===== src/rtl/nest_pkg.sv =====
package nest_pkg;
  localparam int unsigned PRIO_W    = 4;
  localparam int unsigned HOSTS     = 2;
  localparam int unsigned HOST_NORM = 0;
  localparam int unsigned HOST_FAST = 1;

  typedef enum logic [1:0] {
    NEST_OFF    = 2'd0,
    NEST_GLOBAL = 2'd1,
    NEST_HOST   = 2'd2,
    NEST_MANUAL = 2'd3
  } nest_mode_e;

  // config addresses below the priority window
  localparam int unsigned A_EN       = 0;
  localparam int unsigned A_HSEL     = 1;
  localparam int unsigned A_MODE     = 2;
  localparam int unsigned A_CLR      = 3;
  localparam int unsigned A_LVL_GLB  = 4;
  localparam int unsigned A_LVL_HOST = 5; // + host index
endpackage


===== src/rtl/intc_pend.sv =====
module intc_pend #(
  parameter int unsigned N_CH = 32
) (
  input  logic            clk_i,
  input  logic            rst_ni,
  input  logic [N_CH-1:0] src_i,
  input  logic [N_CH-1:0] clr_i,
  output logic [N_CH-1:0] pend_o
);
  logic [N_CH-1:0] src_q, pend_q, rise;

  assign rise   = src_i & ~src_q;
  assign pend_o = pend_q;

  // a fresh edge beats a clear in the same cycle
  always_ff @(posedge clk_i or negedge rst_ni) begin
    if (!rst_ni) begin
      src_q  <= '0;
      pend_q <= '0;
    end else begin
      src_q  <= src_i;
      pend_q <= (pend_q & ~clr_i) | rise;
    end
  end
endmodule


===== src/rtl/intc_arb.sv =====
module intc_arb #(
  parameter int unsigned N_CH   = 32,
  parameter int unsigned PRIO_W = 4,
  localparam int unsigned ID_W  = $clog2(N_CH)
) (
  input  logic [N_CH-1:0]             cand_i,
  input  logic [N_CH-1:0][PRIO_W-1:0] prio_i,
  output logic                        req_o,
  output logic [ID_W-1:0]             id_o,
  output logic [PRIO_W-1:0]           prio_o
);
  // strict less-than keeps the lowest index on ties
  always_comb begin
    req_o  = 1'b0;
    id_o   = '0;
    prio_o = '0;
    for (int i = 0; i < int'(N_CH); i++) begin
      if (cand_i[i] && (!req_o || prio_i[i] < prio_o)) begin
        req_o  = 1'b1;
        id_o   = ID_W'(i);
        prio_o = prio_i[i];
      end
    end
  end
endmodule


===== src/rtl/intc_nest.sv =====
module intc_nest
  import nest_pkg::*;
#(
  parameter int unsigned N_CH   = 32,
  parameter int unsigned PRIO_W = 4,
  parameter int unsigned ADDR_W = 6
) (
  input  logic                              clk_i,
  input  logic                              rst_ni,
  input  logic                              wr_en_i,
  input  logic [ADDR_W-1:0]                 wr_addr_i,
  input  logic [PRIO_W:0]                   wr_data_i,
  input  logic [HOSTS-1:0]                  fire_i,
  input  logic [HOSTS-1:0][PRIO_W-1:0]      fire_prio_i,
  input  logic [N_CH-1:0][PRIO_W-1:0]       prio_i,
  output nest_mode_e                        mode_o,
  output logic [PRIO_W:0]                   lvl_glb_o,
  output logic [HOSTS-1:0][N_CH-1:0]        mask_o
);
  // level format: {active, priority}
  localparam int unsigned LVL_W = PRIO_W + 1;

  nest_mode_e                    mode_q;
  logic [LVL_W-1:0]              glb_q;
  logic [HOSTS-1:0][LVL_W-1:0]   host_q;
  logic [PRIO_W-1:0]             glb_pick;

  assign mode_o    = mode_q;
  assign lvl_glb_o = glb_q;

  // dual acknowledge: more urgent value, fast host on a tie
  always_comb begin
    if (fire_i[HOST_FAST] && fire_i[HOST_NORM])
      glb_pick = (fire_prio_i[HOST_FAST] <= fire_prio_i[HOST_NORM]) ?
                 fire_prio_i[HOST_FAST] : fire_prio_i[HOST_NORM];
    else if (fire_i[HOST_FAST])
      glb_pick = fire_prio_i[HOST_FAST];
    else
      glb_pick = fire_prio_i[HOST_NORM];
  end

  always_ff @(posedge clk_i or negedge rst_ni) begin
    if (!rst_ni) begin
      mode_q <= NEST_OFF;
      glb_q  <= '0;
    end else begin
      if (wr_en_i && wr_addr_i == ADDR_W'(A_MODE))
        mode_q <= nest_mode_e'(wr_data_i[1:0]);
      if (wr_en_i && wr_addr_i == ADDR_W'(A_LVL_GLB))
        glb_q <= wr_data_i;
      else if (mode_q == NEST_GLOBAL && |fire_i)
        glb_q <= {1'b1, glb_pick};
    end
  end

  for (genvar h = 0; h < int'(HOSTS); h++) begin : g_host
    logic [LVL_W-1:0] use_lvl;

    always_ff @(posedge clk_i or negedge rst_ni) begin
      if (!rst_ni)
        host_q[h] <= '0;
      else if (wr_en_i && wr_addr_i == ADDR_W'(A_LVL_HOST + h))
        host_q[h] <= wr_data_i;
      else if (mode_q == NEST_HOST && fire_i[h])
        host_q[h] <= {1'b1, fire_prio_i[h]};
    end

    assign use_lvl = (mode_q == NEST_HOST) ? host_q[h] : glb_q;

    for (genvar c = 0; c < int'(N_CH); c++) begin : g_ch
      assign mask_o[h][c] = (mode_q != NEST_OFF) && use_lvl[PRIO_W] &&
                            (prio_i[c] >= use_lvl[PRIO_W-1:0]);
    end
  end
endmodule


===== src/rtl/nest_intc.sv =====
module nest_intc
  import nest_pkg::*;
#(
  parameter int unsigned N_CH    = 32,
  parameter int unsigned PRIO_W  = nest_pkg::PRIO_W,
  localparam int unsigned ID_W   = $clog2(N_CH),
  localparam int unsigned ADDR_W = ID_W + 1
) (
  input  logic              clk_i,
  input  logic              rst_ni,
  input  logic [N_CH-1:0]   src_i,
  input  logic              wr_en_i,
  input  logic [ADDR_W-1:0] wr_addr_i,
  input  logic [N_CH-1:0]   wr_data_i,
  input  logic              fast_ack_i,
  input  logic              norm_ack_i,
  output logic              fast_req_o,
  output logic [ID_W-1:0]   fast_id_o,
  output logic              norm_req_o,
  output logic [ID_W-1:0]   norm_id_o
);
  logic [N_CH-1:0]              en_q, hsel_q, pend, clr;
  logic [N_CH-1:0][PRIO_W-1:0]  prio_q;
  logic [HOSTS-1:0]             ack, req, fire;
  logic [HOSTS-1:0][ID_W-1:0]   id;
  logic [HOSTS-1:0][PRIO_W-1:0] win_prio;
  logic [HOSTS-1:0][N_CH-1:0]   mask;
  logic [PRIO_W:0]              lvl_glb;
  nest_mode_e                   mode;

  assign ack[HOST_FAST] = fast_ack_i;
  assign ack[HOST_NORM] = norm_ack_i;
  assign fire           = ack & req;
  assign fast_req_o     = req[HOST_FAST];
  assign fast_id_o      = id[HOST_FAST];
  assign norm_req_o     = req[HOST_NORM];
  assign norm_id_o      = id[HOST_NORM];

  always_ff @(posedge clk_i or negedge rst_ni) begin
    if (!rst_ni) begin
      en_q   <= '0;
      hsel_q <= '0;
      prio_q <= '0;
    end else if (wr_en_i) begin
      if (wr_addr_i[ADDR_W-1])
        prio_q[wr_addr_i[ID_W-1:0]] <= wr_data_i[PRIO_W-1:0];
      else if (wr_addr_i == ADDR_W'(A_EN))
        en_q <= wr_data_i;
      else if (wr_addr_i == ADDR_W'(A_HSEL))
        hsel_q <= wr_data_i;
    end
  end

  always_comb begin
    clr = (wr_en_i && wr_addr_i == ADDR_W'(A_CLR)) ? wr_data_i : '0;
    for (int h = 0; h < int'(HOSTS); h++)
      if (fire[h]) clr[id[h]] = 1'b1;
  end

  intc_pend #(.N_CH(N_CH)) u_pend (
    .clk_i  (clk_i),
    .rst_ni (rst_ni),
    .src_i  (src_i),
    .clr_i  (clr),
    .pend_o (pend)
  );

  intc_nest #(.N_CH(N_CH), .PRIO_W(PRIO_W), .ADDR_W(ADDR_W)) u_nest (
    .clk_i       (clk_i),
    .rst_ni      (rst_ni),
    .wr_en_i     (wr_en_i),
    .wr_addr_i   (wr_addr_i),
    .wr_data_i   (wr_data_i[PRIO_W:0]),
    .fire_i      (fire),
    .fire_prio_i (win_prio),
    .prio_i      (prio_q),
    .mode_o      (mode),
    .lvl_glb_o   (lvl_glb),
    .mask_o      (mask)
  );

  for (genvar h = 0; h < int'(HOSTS); h++) begin : g_arb
    logic [N_CH-1:0] route, cand;
    assign route = (h == int'(HOST_FAST)) ? hsel_q : ~hsel_q;
    assign cand  = pend & en_q & route & ~mask[h];

    intc_arb #(.N_CH(N_CH), .PRIO_W(PRIO_W)) u_arb (
      .cand_i (cand),
      .prio_i (prio_q),
      .req_o  (req[h]),
      .id_o   (id[h]),
      .prio_o (win_prio[h])
    );
  end
endmodule


===== config.mk =====
export PLATFORM = sky130hd
export DESIGN_NAME = nest_intc
export DESIGN_NICKNAME = d
export VERILOG_FILES = /design/src/rtl/nest_pkg.sv /design/src/rtl/intc_pend.sv /design/src/rtl/intc_arb.sv /design/src/rtl/intc_nest.sv /design/src/rtl/nest_intc.sv
export SDC_FILE = /design/constraint.sdc
export NUM_CORES = 1
export LEC_CHECK = 0
export BUFFER_PORTS_ARGS = -buffer_cell sky130_fd_sc_hd__buf_2
export CAP_MARGIN = 20
export CORE_MARGIN = 2
export CORE_UTILIZATION = 65
export CTS_CLUSTER_DIAMETER = 200
export CTS_CLUSTER_SIZE = 16
export DETAILED_ROUTE_END_ITERATION = 12
export PLACE_DENSITY_LB_ADDON = 0.25
export SLEW_MARGIN = 10
export SYNTH_ARGS = -nofsm -noshare
export SYNTH_HDL_FRONTEND = slang
export SYNTH_SLANG_ARGS = --single-unit

===== constraint.sdc =====
create_clock -name clk_i -period 71.8 [get_ports clk_i]
set_input_delay 10.77 -clock clk_i [delete_from_list [all_inputs] [get_ports clk_i]]
set_output_delay 10.77 -clock clk_i [all_outputs]
set_load 0.01 [all_outputs]

==> results of run 1 <==
[where the power goes]
| part | total [mW] | switching, mW | leakage (nW) | internal [mW] |
|---|---|---|---|---|
| Clock | 0.110 | 0.0571 | 0.267 | 0.0526 |
| Combinational | 1.21 | 0.759 | 9.60 | 0.448 |
| Sequential | 0.230 | 0.0508 | 3.28 | 0.179 |
[layout make-up]
cell class,count,area (um^2)
Fill cell,3968,15060
Tap cell,607,759.5
Sequential cell,273,6832
Timing Repair Buffer,109,635.6
Clock inverter,1,16.27
Clock buffer,22,529.3
Inverter,231,867.1
Multi-Input combinational cell,3031,21660
Antenna cell,1,2.502
[layer usage]
layer	vias up	track usage	routed length, um
li1	13901	-	-
met1	14403	0.5768	41490
met2	1833	0.6355	43410
met3	347	0.07464	11940
met4	4	0.2013	5766
met5	-	0	42
[through the flow]
stage | std cells | setup WS (ns) | hold slack (ns)
after detailed placement | 4248 | 6.709 | 0.3986
final | 4275 | 4.967 | 0.4059
after floorplan | 3677 | 13.28 | 0.3919
after global placement | 4248 | 6.801 | 0.3937
after global routing | 4274 | 0.3637 | 0.4166
after CTS | 4271 | 5.918 | 0.4082
[worst max-delay path, delay by kind of cell (launching register included)]
kind	cells	cell delay, ns
AOI/OAI and AO/OA	99	25.74
adders and majority gates	31	8.79
buffers and inverters	27	2.46
DFF	1	0.41
muxes	15	5.73
and+or+nand+nor	72	12.28
[kinds of logic (layout without fill, tap and decap cells)]
| group | count (synthesis) | after routing | share of synthesized area |
|---|---|---|---|
| mux | 241 | 241 | 0.08749 |
| compound gates | 1253 | 1253 | 0.2958 |
| simple gates | 1208 | 1208 | 0.2014 |
| xor+xnor | 19 | 19 | 0.005481 |
| buf+inv | 373 | 363 | 0.06387 |
| flops | 273 | 273 | 0.2250 |
| other cells | 0 | 1 | 0 |
| fa+ha+maj | 310 | 310 | 0.1210 |
[sequential cells by signal (all words and copies together), names as in the netlist]
name	cells
en_q	32
g_arb.route	32
prio_q	128
u_nest.host_q	10
u_nest.lvl_glb_o	5
u_nest.mode_o	2
u_pend.pend_o	32
u_pend.src_q	32
[cells in the final DEF, fill, tap and decap left out, drive strengths merged, types with 14 or more instances in the layout]
cell,instances
a31o,25
nor2,240
dfrtp,273
o21a,51
mux2,176
a211oi,39
o2111ai,44
and2,47
o21ai,305
nand4b,26
nand3,86
inv,226
nand2,404
a21o,56
a21oi,211
nor3,79
ha,226
or3,24
nand4,30
o221ai,20
o31ai,26
mux2i,65
o41ai,18
buf,108
nand2b,101
o22ai,71
a2111oi,16
o211ai,62
xnor2,14
a31oi,62
maj3,84
or2,35
clkbuf,23
o21bai,14
a211o,21
nor2b,22
o311ai,17
o211a,18
and3,24
nor4,28
[worst paths after layout]
path                                  start                   to  depth (start not counted)
min in group asynchronous            rst_ni          prio_q[112]                          1
max in group asynchronous            rst_ni     u_pend.pend_o[9]                          3
max reg2reg                u_nest.mode_o[0]  u_nest.lvl_glb_o[3]                        253
min reg2reg                 u_pend.src_q[0]     u_pend.pend_o[0]                          1
min                         u_pend.src_q[0]     u_pend.pend_o[0]                          1
max                        u_nest.mode_o[0]         norm_id_o[4]                        244
==> qor.txt, run 1 <==
status -> finished, final reports clean
Max FO, Critical Path -> 29
clock-pin slew on the worst setup and hold paths -> 0.07 ns
DRT Pass-1 Iters -> 6
antenna viol nets, final -> 0
CTS tree -> built
total CTS buffers -> 21
Synth area leaders -> dfrtp_1, ha_1, mux2_2
GRT Util Overall -> 0.4182
crit start category -> register
Placer Congestion -> 1.016
Final Max Slew Viols -> 0
CP endpoint kind -> primary output
vias per cell -> 7.132
Mean Syn Cell Area -> 8.258 um^2
Worst Path Required -> 61.03 ns
placed inst area -> 0.03071 mm^2
nets -> 3968
sequential fraction of the synthesis area -> 0.2250
worst-margin pin slew -> 1.193 ns
Period minus WS final -> 66.83 ns
Yosys reg bits -> 273
routed wire length -> 102.6 mm
first-pass GRT wire length -> 159.5 mm
RSZ-0062 raised after global routing -> false
Leakage -> 13.15 nW
Crit Path Class -> register to primary output
area of the mapped netlist -> 0.03036 mm^2
CORE AREA -> 0.04636 mm^2
Main synth FF type -> dfrtp_1
count leader, synth -> nand2_1
clk_skew -> 0.02108 ns
Final TNS setup -> 0 ns
DR DRC count -> 0
Die X -> 220.1 um
Setup Viol. Count Final -> 0
ratio of cells with drive above 1 in the final layout -> 0.1522
Crit path largest cell delay -> 0.88 ns
share of the synthesized area in the top cell type -> 0.2250
CTS Root Buffer Type -> clkbuf_16
WP data arrival -> 56.06 ns
Detail Placement HPWL -> 75.25 mm
Yosys Warn Count -> 0
total nets after synthesis -> 3978
Initial Util -> 0.6550
wire length per cell -> 24.01 um
initial antenna violation count -> 3
area leader, netlist -> dfrtp_1
CTS Sinks -> 273
Cells after Synth -> 3677
period utilization -> 0.9308
Max Cap Violations -> 0
Cell variety after synth -> 158
gr ovfl total -> 0
die height -> 220.1 um
Max Root-Sink Buffers -> 3
Max-slew headroom -> 0.2050
number of global-route vias before repair -> 28199
asr flop ratio synth -> 1.000
worst hold path class -> register to register
Worst path slowest cell -> mux2i_4
# IOs -> 87
fmax -> 0.01496 GHz
# H-tree levels -> 1
hold buffers post-CTS -> 0
Area Growth Syn to Fin -> 3.091%
post-CTS setup repair buffer count -> 0
reg2reg setup slack -> 15.23 ns
commonest cells in the netlist -> nand2_1, dfrtp_1, o21ai_0
Layout Utilization -> 0.6752
Port Buffer Count -> 86
Rows -> 79
Post-synth EDFFs -> 0
Die Footprint -> 0.04846 mm^2
Final Cell Area -> 0.03130 mm^2
largest net degree at the start of global routing -> 98
pwr dens -> 49.41 mW/mm^2
1st-iter DRT viols -> 3539
Tot Pwr -> 1.547 mW
peak supply drop -> 55.63 uV
final hold vios -> 0
post-CTS sizing -> 0
CP most frequent cell -> ha_1
Clk Latency, worst-skew pair -> 0.54 ns
DR vias -> 30488
Note: power is estimated with default switching activity, not from simulation.
==> run 2: changes to the inputs <==
REMOVE_ABC_BUFFERS = 1   (was default)
==> qor.txt, run 2 (synthesized netlist as in run 1, its figures left out) <==
Net Sw Power -> 863.7 uW (-0.37%)
Period minus WS final -> 67.10 ns (+0.2710 ns)
Setup WS pre-CTS -> 6.311 ns (-0.3977 ns)
WP data arrival -> 56.33 ns (+0.27 ns)
ratio of cells with drive above 1 in the final layout -> 0.1528 (+0.0006514)
GR peak layer -> met2
number of global-route vias before repair -> 27988 (-0.75%)
Worst path slowest cell -> o41ai_4
DR vias -> 30548 (+0.20%)
most frequent cells in the layout -> nand2_1, dfrtp_1, o21ai_0
Tot Pwr -> 1.543 mW (-0.20%)
DR DRC count -> 0 (unchanged)
initial antenna violation count -> 5 (+2)
Die Footprint -> 0.04846 mm^2 (unchanged)
Max-slew headroom -> 0.2754 (+0.07042)
reg2reg setup slack -> 14.82 ns (-0.41 ns)
vias per cell -> 7.136 (about the same)
routing usage on met3 -> 0.07863 (+0.003986)
placed inst area -> 0.03074 mm^2 (about the same)
delay-heaviest family, CP -> compound AO/OA/AOI/OAI gates
CTS Root Buffer Type -> clkbuf_16
Final Max Slew Viols -> 0 (unchanged)
CTS Sinks -> 273 (unchanged)
Port Buffer Count -> 86 (unchanged)
post-CTS setup repair buffer count -> 0 (unchanged)
final hold slack -> 0.4102 ns (+0.004302 ns)
Combinational Power Share -> 0.778 (-0.002)
clock-pin slew on the worst setup and hold paths -> 0.07 ns (about the same)
Placer Congestion -> 1.078 (+6.1%)
CTS tree -> built
worst hold path class -> register to register
Max Root-Sink Buffers -> 3 (unchanged)
Setup Viol. Count Final -> 0 (unchanged)
total CTS buffers -> 21 (unchanged)
Seq pwr share -> 0.149 (about the same)
commonest non-fill, non-tap cell in the layout -> nand2_1
max reg flops -> 128 (unchanged)
gr ovfl total -> 0 (unchanged)
first-pass GRT wire length -> 159.4 mm (-0.11%)
Max FO, Critical Path -> 22 (-24%)
Crit Path Class -> register to primary output
Clk pwr share -> 0.072 (about the same)
Initial Util -> 0.6550 (unchanged)
Die X -> 220.1 um (unchanged)
routed wire length -> 103.2 mm (+0.50%)
WP buf/inv -> 27 (unchanged)
Area Growth Syn to Fin -> 3.136% (about the same)
antenna viol nets, final -> 0 (unchanged)
Crit path largest cell delay -> 0.69 ns (-0.19 ns)
CP most frequent cell -> ha_1
nets -> 3971 (+0.076%)
worst-margin pin slew -> 1.087 ns (-0.1056 ns)
CP endpoint kind -> primary output
fmax -> 0.01490 GHz (-0.40%)
CORE AREA -> 0.04636 mm^2 (unchanged)
Max Cap Violations -> 0 (unchanged)
final hold vios -> 0 (unchanged)
Most flops, register -> prio_q
fillcell total -> 3959 (-0.23%)
die height -> 220.1 um (unchanged)
largest net degree at the start of global routing -> 88 (-10%)
GRT Util Overall -> 0.4192 (+0.001005)
# IOs -> 87 (unchanged)
internal power -> 679.8 uW (about the same)
1st-iter DRT viols -> 3654 (+3.2%)
Clk Latency, worst-skew pair -> 0.56 ns (+0.02 ns)
Detail Placement HPWL -> 76.46 mm (+1.6%)
period utilization -> 0.9346 (+0.003774)
peak supply drop -> 59.11 uV (+6.3%)
switch share -> 0.5596 (-0.0009594)
DRT Pass-1 Iters -> 6 (unchanged)
status -> finished, final reports clean
Rows -> 79 (unchanged)
met2 Use GR -> 0.6281 (-0.007442)
Final TNS setup -> 0 ns (unchanged)
pwr dens -> 49.29 mW/mm^2 (-0.25%)
crit start category -> register
wire length per cell -> 24.10 um (+0.36%)
Final Cell Area -> 0.03132 mm^2 (about the same)
# H-tree levels -> 1 (unchanged)
Worst Path Required -> 61.03 ns (about the same)
Final WS setup -> 4.696 ns (-0.2710 ns)
RSZ-0062 raised after global routing -> false
Leakage -> 13.18 nW (+0.18%)
grt met1 use -> 0.5825 (+0.005617)
clk_skew -> 0.02585 ns (+0.004770 ns)
-- run 2: power groups by stage --
| stage | clock network [mW] | logic (mW) | registers, mW |
|---|---|---|---|
| after floorplan | 0 | 0.859 | 0.210 |
| after global placement | 0 | 1.14 | 0.229 |
| after detailed placement | 0 | 1.15 | 0.230 |
| after CTS | 0.112 | 1.16 | 0.227 |
| after global routing | 0.118 | 1.31 | 0.233 |
| final | 0.112 | 1.20 | 0.231 |
-- run 2: worst paths after layout --
kind	cells past startpoint	start	to
min reg2reg	1	u_pend.src_q[31]	u_pend.pend_o[31]
min in group asynchronous	1	rst_ni	prio_q[105]
max reg2reg	257	u_nest.mode_o[0]	u_nest.lvl_glb_o[3]
min	1	u_pend.src_q[31]	u_pend.pend_o[31]
max in group asynchronous	2	rst_ni	u_nest.mode_o[0]
max	248	u_nest.mode_o[0]	norm_id_o[4]
-- run 2: per-stage QoR --
stage	util	instances
4_1_cts	0.6750	4276
3_5_place_dp	0.6630	4252
5_1_grt	0.6754	4279
3_3_place_gp	0.6630	4252
2_1_floorplan	-	3535
6_report	0.6755	4281
-- run 2: area by class of cell --
class | count | area [um^2] | area share
multi-input combinational | 3031 | 21660 | 0.6916
inverter | 231 | 867.1 | 0.02769
clock inverter | 2 | 25.02 | 0.0007991
timing repair buffer | 112 | 638.1 | 0.02038
clock buffer | 22 | 529.3 | 0.01690
tap | 607 | 759.5 | 0.02425
sequential | 273 | 6832 | 0.2182
antenna | 3 | 7.507 | 0.0002397
-- run 2: timing repair --
| action | in CTS | in global routing |
|---|---|---|
| hold buffers | 0 | 0 |
| gates resized for setup | 0 | 1 |
| endpoints found under the setup margin | 0 | 2 |
-- run 2: worst reg2reg max path: cells and delay by family (launching register included) --
family	cells	cell delay, ns
buffers and inverters	29	2.59
AND/OR/NAND/NOR	75	12.83
adder cells (fa/ha/maj)	33	9.62
flip-flops	1	0.43
multiplexers	14	4.74
AO/OA/AOI/OAI	106	26.77
-- run 2: metal layers --
layer | vias to the layer above | share of wire | wire [um]
met4 | 2 | 0.056 | 5801
met2 | 1829 | 0.42 | 43480
met3 | 328 | 0.12 | 11960
li1 | 13897 | - | -
met1 | 14492 | 0.41 | 41910
met5 | - | 0.00011 | 11
